`src/rtl/divrem_wide_pkg.sv`:
```
package divrem_wide_pkg;
  // Strobes sent from the sequencer to the datapath each cycle
  typedef struct packed {
    logic load;   // capture operands and begin iterating
    logic step;   // retire one quotient bit
    logic fault;  // reject the request with all-ones results
  } dpStrobe_t;

  typedef enum logic [0:0] {
    S_IDLE = 1'b0,
    S_RUN  = 1'b1
  } ctrlState_t;
endpackage

```
`src/rtl/divrem_step.sv`:
```
// One restoring iteration: shift in a dividend bit, subtract if it fits
module divrem_step #(
  parameter int DW = 64
) (
  input  logic [DW-1:0] remIn,
  input  logic          inBit,
  input  logic [DW-1:0] divisor,
  output logic [DW-1:0] remOut,
  output logic          qBit
);
  logic [DW:0] trial;
  logic [DW:0] diff;

  always_comb begin
    trial  = {remIn, inBit};
    diff   = trial - {1'b0, divisor};
    qBit   = (trial >= {1'b0, divisor});
    remOut = qBit ? diff[DW-1:0] : trial[DW-1:0];
  end
endmodule

```
`src/rtl/divrem_ctrl.sv`:
```
module divrem_ctrl
  import divrem_wide_pkg::*;
#(
  parameter int DW = 64
) (
  input  logic      clk,
  input  logic      rstN,
  input  logic      start,
  input  logic      preDivZero,
  input  logic      preOvf,
  output dpStrobe_t strobe,
  output logic      busy,
  output logic      done
);
  localparam int CW = $clog2(DW);
  localparam logic [CW-1:0] LAST_ITER = CW'(DW - 1);

  ctrlState_t state;
  logic [CW-1:0] iterCnt;
  logic reject;

  assign reject = preDivZero | preOvf;

  always_comb begin
    strobe = '0;
    if (state == S_IDLE && start) begin
      strobe.fault = reject;
      strobe.load  = !reject;
    end
    if (state == S_RUN) strobe.step = 1'b1;
  end

  always_ff @(posedge clk) begin
    if (!rstN) begin
      state   <= S_IDLE;
      iterCnt <= '0;
      done    <= 1'b0;
    end else begin
      done <= 1'b0;
      unique case (state)
        S_IDLE: begin
          if (start) begin
            if (reject) begin
              done <= 1'b1;
            end else begin
              state   <= S_RUN;
              iterCnt <= '0;
            end
          end
        end
        S_RUN: begin
          iterCnt <= iterCnt + 1'b1;
          if (iterCnt == LAST_ITER) begin
            state <= S_IDLE;
            done  <= 1'b1;
          end
        end
        default: state <= S_IDLE;
      endcase
    end
  end

  assign busy = (state == S_RUN);
endmodule

```
`src/rtl/divrem_datapath.sv`:
```
module divrem_datapath
  import divrem_wide_pkg::*;
#(
  parameter int DW = 64
) (
  input  logic          clk,
  input  logic          rstN,
  input  dpStrobe_t     strobe,
  input  logic          chainMode,
  input  logic          chainFirst,
  input  logic [DW-1:0] opHi,
  input  logic [DW-1:0] opLo,
  input  logic [DW-1:0] divisor,
  output logic          preDivZero,
  output logic          preOvf,
  output logic [DW-1:0] quotient,
  output logic [DW-1:0] remainder,
  output logic          errOvf,
  output logic          errDivZero
);
  logic [DW-1:0] remReg;
  logic [DW-1:0] quoReg;
  logic [DW-1:0] divReg;
  logic [DW-1:0] hiSel;
  logic [DW-1:0] remNext;
  logic          qBit;

  // High half: scalar operand, zero for a chain head, or the held remainder
  always_comb begin
    if (!chainMode)      hiSel = opHi;
    else if (chainFirst) hiSel = '0;
    else                 hiSel = remReg;
  end

  assign preDivZero = (divisor == '0);
  assign preOvf     = !preDivZero && (hiSel >= divisor);

  divrem_step #(.DW(DW)) step_i (
    .remIn   (remReg),
    .inBit   (quoReg[DW-1]),
    .divisor (divReg),
    .remOut  (remNext),
    .qBit    (qBit)
  );

  always_ff @(posedge clk) begin
    if (!rstN) begin
      remReg     <= '0;
      quoReg     <= '0;
      divReg     <= '0;
      errOvf     <= 1'b0;
      errDivZero <= 1'b0;
    end else if (strobe.fault) begin
      remReg     <= '1;
      quoReg     <= '1;
      errOvf     <= preOvf;
      errDivZero <= preDivZero;
    end else if (strobe.load) begin
      remReg     <= hiSel;
      quoReg     <= opLo;
      divReg     <= divisor;
      errOvf     <= 1'b0;
      errDivZero <= 1'b0;
    end else if (strobe.step) begin
      remReg <= remNext;
      quoReg <= {quoReg[DW-2:0], qBit};
    end
  end

  assign quotient  = quoReg;
  assign remainder = remReg;
endmodule

```
`src/rtl/divrem_wide.sv`:
```
module divrem_wide
  import divrem_wide_pkg::*;
#(
  parameter int DW = 64
) (
  input  logic          clk,
  input  logic          rstN,
  input  logic          start,
  input  logic          chainMode,
  input  logic          chainFirst,
  input  logic [DW-1:0] opHi,
  input  logic [DW-1:0] opLo,
  input  logic [DW-1:0] divisor,
  output logic          busy,
  output logic          done,
  output logic [DW-1:0] quotient,
  output logic [DW-1:0] remainder,
  output logic          errOvf,
  output logic          errDivZero
);
  dpStrobe_t strobe;
  logic preDivZero;
  logic preOvf;

  divrem_ctrl #(.DW(DW)) ctrl_i (
    .clk        (clk),
    .rstN       (rstN),
    .start      (start),
    .preDivZero (preDivZero),
    .preOvf     (preOvf),
    .strobe     (strobe),
    .busy       (busy),
    .done       (done)
  );

  divrem_datapath #(.DW(DW)) dp_i (
    .clk        (clk),
    .rstN       (rstN),
    .strobe     (strobe),
    .chainMode  (chainMode),
    .chainFirst (chainFirst),
    .opHi       (opHi),
    .opLo       (opLo),
    .divisor    (divisor),
    .preDivZero (preDivZero),
    .preOvf     (preOvf),
    .quotient   (quotient),
    .remainder  (remainder),
    .errOvf     (errOvf),
    .errDivZero (errDivZero)
  );
endmodule

```
`config.mk`:
```
export PLATFORM = sky130hd
export DESIGN_NAME = divrem_wide
export DESIGN_NICKNAME = d
export VERILOG_FILES = /design/src/rtl/divrem_wide_pkg.sv /design/src/rtl/divrem_step.sv /design/src/rtl/divrem_ctrl.sv /design/src/rtl/divrem_datapath.sv /design/src/rtl/divrem_wide.sv
export SDC_FILE = /design/constraint.sdc
export NUM_CORES = 1
export LEC_CHECK = 0
export BUFFER_PORTS_ARGS = -buffer_cell sky130_fd_sc_hd__buf_2
export CAP_MARGIN = 20
export CORE_UTILIZATION = 57
export CTS_CLUSTER_SIZE = 16
export DETAILED_ROUTE_END_ITERATION = 7
export PLACE_DENSITY = 0.9
export SYNTH_ARGS = -nofsm -noshare
export SYNTH_HDL_FRONTEND = slang
export SYNTH_SLANG_ARGS = --single-unit
```
`constraint.sdc`:
```
create_clock -name clk -period 5.3 [get_ports clk]
set_input_delay 0.53 -clock clk [delete_from_list [all_inputs] [get_ports clk]]
set_output_delay 0.53 -clock clk [all_outputs]
set_load 0.02 [all_outputs]
```
==> metrics <==
clock sinks 202; EDFF count, synth 0; startpoint types input pin; Worst slew margin 0.344; hpwl dp ~39 mm; CTS Buf Count 23; clock skew about 0.0084 ns; Total GRT Usage 0.358; maximum VDD drop 0.000336 V; Post-Route Setup TNS 0 ns; number of routed nets with antenna violations 0; Die H around 170 microns; total grt overflow 0; largest net degree at the start of global routing 94; wire per inst ~19 microns; cell row count 60; ys flop type dfxtp_1; vias 17700; Post-CTS Hold Buffers 0; TritonCTS clock tree built; Non-Filler Instances 2785; Core Area ~0.027 sq mm; DRC violation total after the first TritonRoute iteration 2100; Cells after Synth approximately 2200; global-route wire length before repair 83.4 mm; Worst Path Max Fanout 65; Critical Path End Type register; P_sw 0.00438 W; drt pass-1 iters 5; DP Cell Count ~2700; Clock power frac 0.179; overall die width ~170 microns; share of layout cells above drive strength 1 0.167; vias per cell roughly 6.4; Reg power frac 0.235; post_cts resized 0; HP Start opLo[33]; Synth cell types 75; starting density of the core 0.581; Reg clk slew, reported paths about 0.06 ns; Nets 2754; ANT cells 0; Clock Latency Late Sink approximately 0.54 ns; P_leak around 8.3 nW; async set-or-reset flop fraction in the synthesized netlist 0; Gate power share 0.587; final hold viol count 0; Worst Path Arrival 5.06 ns; Setup CP Type in -> reg; sw frac 0.488; number of setup buffers added after CTS 0; sequential-to-total area share from yosys stat 0.258; routed wire length around 53 mm; FMAX roughly 220 MHz; critical path required time 5.74 ns; final worst-path cycle share 0.872; max-slew violation count 0; syn_nets 2529; setup violators final 0; Avg Cell Area, Syn ~7.1 sq um; max-cap violation count 0; status completed; HP Class in -> reg; crit path launch chainMode; number of synthesized register bits approximately 200; Synth warnings 0; IO Pins between 300 and 400; internal cell power between 0.004 and 0.005 W; Max Root-Sink Buffers 3; cell area power density 495 mW/mm^2; Area Growth Syn to Fin 15.4%; Syn Std Cell Area 0.0157 sq mm; post-layout util 0.670; number of fill cells around 2300; unrepaired setup endpoints after global routing false; die area between 0.02 and 0.03 sq mm; vias in the first global route around 16000; CTS H-tree lvls 1; initial antenna violation count 0; worst flop-to-flop path startpoint dp_i.remainder[0]; Port Buffers around 330; GP Congestion 0.989; Final Total Pwr roughly 0.0090 W; post-layout minimum cycle time 4.62 ns; actual slew at the worst max-slew pin between 0.9 and 1 ns; root buf cell clkbuf_16; DRC Markers 0
==> metrics by stage <==
stage	setup slack (ns)	area (sq um)	hold WS [ns]
2_1_floorplan	1.31	15700	0.476
3_3_place_gp	0.529	17300	0.488
3_5_place_dp	0.351	17300	0.496
4_1_cts	0.871	18100	0.247
5_1_grt	0.431	18100	0.258
6_report	0.678	18100	0.254
==> power by group through the flow <==
stage	logic (W)	clock network [W]	registers, W
CTS	0.00506	0.00160	0.00209
finish	0.00526	0.00160	0.00211
detailed placement	0.00501	0	0.00212
global route	0.00570	0.00167	0.00214
floorplan	0.00348	0	0.00228
global placement	0.00491	0	0.00211
==> per-layer routing <==
| metal | GRT usage | part of all wire |
|---|---|---|
| met5 | 0 | 0 |
| met4 | 0.152 | 0.044 |
| met3 | 0.0536 | 0.084 |
| met2 | 0.589 | 0.46 |
| met1 | 0.466 | 0.41 |
==> layout make-up <==
class	instances	area [sq um]	area share
sequential	202	4050	0.223
inverter	215	807	0.0445
clock inverter	11	104	0.00573
tap	341	427	0.0235
clock buffer	31	646	0.0356
multi-input combinational	1637	10200	0.566
timing repair buffer	348	1840	0.102
==> worst paths after layout <==
check | to | slack (ns) | cells after the start
hold / removal | dp_i.quotient[33] | 0.25 | 3
hold reg to reg | dp_i.divReg[45] | 0.51 | 2
setup reg to reg | dp_i.remainder[51] | 0.92 | 14
setup / recovery | dp_i.quotient[26] | 0.68 | 14
==> registers in the layout, indices dropped and copies added (netlist names) <==
name	cells
ctrl_i.busy	1
ctrl_i.done	1
ctrl_i.iterCnt	6
dp_i.divReg	64
dp_i.errDivZero	1
dp_i.errOvf	1
dp_i.quotient	64
dp_i.remainder	64
==> cells in the mapped netlist (18+ instances only) <==
library cell	n	area, sq um
nor3_1	140	701
nor2b_1	79	494
o21bai_1	18	135
o221ai_1	60	526
xnor2_1	31	272
clkbuf_1	96	360
dfxtp_1	202	4040
nand3_1	30	150
a21oi_1	220	1100
nand4_1	39	244
xor2_1	22	193
buf_2	40	200
nor4_1	22	138
o21ai_0	214	1070
nand2_1	141	529
ha_1	129	1610
inv_1	213	800
a21o_1	32	240
a31oi_1	31	194
nor2_1	201	754
nand3b_1	65	488
==> cells in the final DEF (no fill, tap or decap), types with 6 or more instances in the layout <==
master and instances:
a211oi_1 10, a21o_1 31, a21oi_1 219, a221oi_1 7, a31oi_1 31, and3_1 11
and4_1 9, buf_2 326, buf_4 19, clkbuf_16 23, clkinv_2 6, dfxtp_1 201
ha_1 129, inv_1 213, mux2i_1 12, nand2_1 140, nand2b_1 8, nand3_1 30
nand3b_1 65, nand4_1 39, nor2_1 201, nor2b_1 79, nor3_1 140, nor4_1 22
o211ai_1 8, o21a_1 12, o21ai_0 214, o21bai_1 18, o221ai_1 60, o31ai_1 6
xnor2_1 31, xor2_1 22
==> kinds of logic (layout without fill, tap and decap cells) <==
kind of cell | Yosys count | count (layout) | synth area share
adder cells (fa/ha/maj) | 130 | 130 | 0.104
XOR/XNOR | 53 | 53 | 0.0296
multiplexers | 14 | 14 | 0.00908
flip-flops | 202 | 202 | 0.258
AND/OR/NAND/NOR | 771 | 771 | 0.248
buffers and inverters | 363 | 605 | 0.0915
AO/OA/AOI/OAI | 669 | 669 | 0.260
==> critical path: stages <==
cell	delay (ns)
buf_4	0.46
buf_4	0.58
o21ai_0	0.27
ha_1	0.35
nand4_1	0.17
nor4_1	0.51
o21ai_0	0.23
a41oi_1	0.27
o31ai_1	0.23
nand4b_4	0.25
buf_4	0.31
buf_4	0.42
nor2_1	0.10
nor3_1	0.22
(Power assumes the default switching activity.)
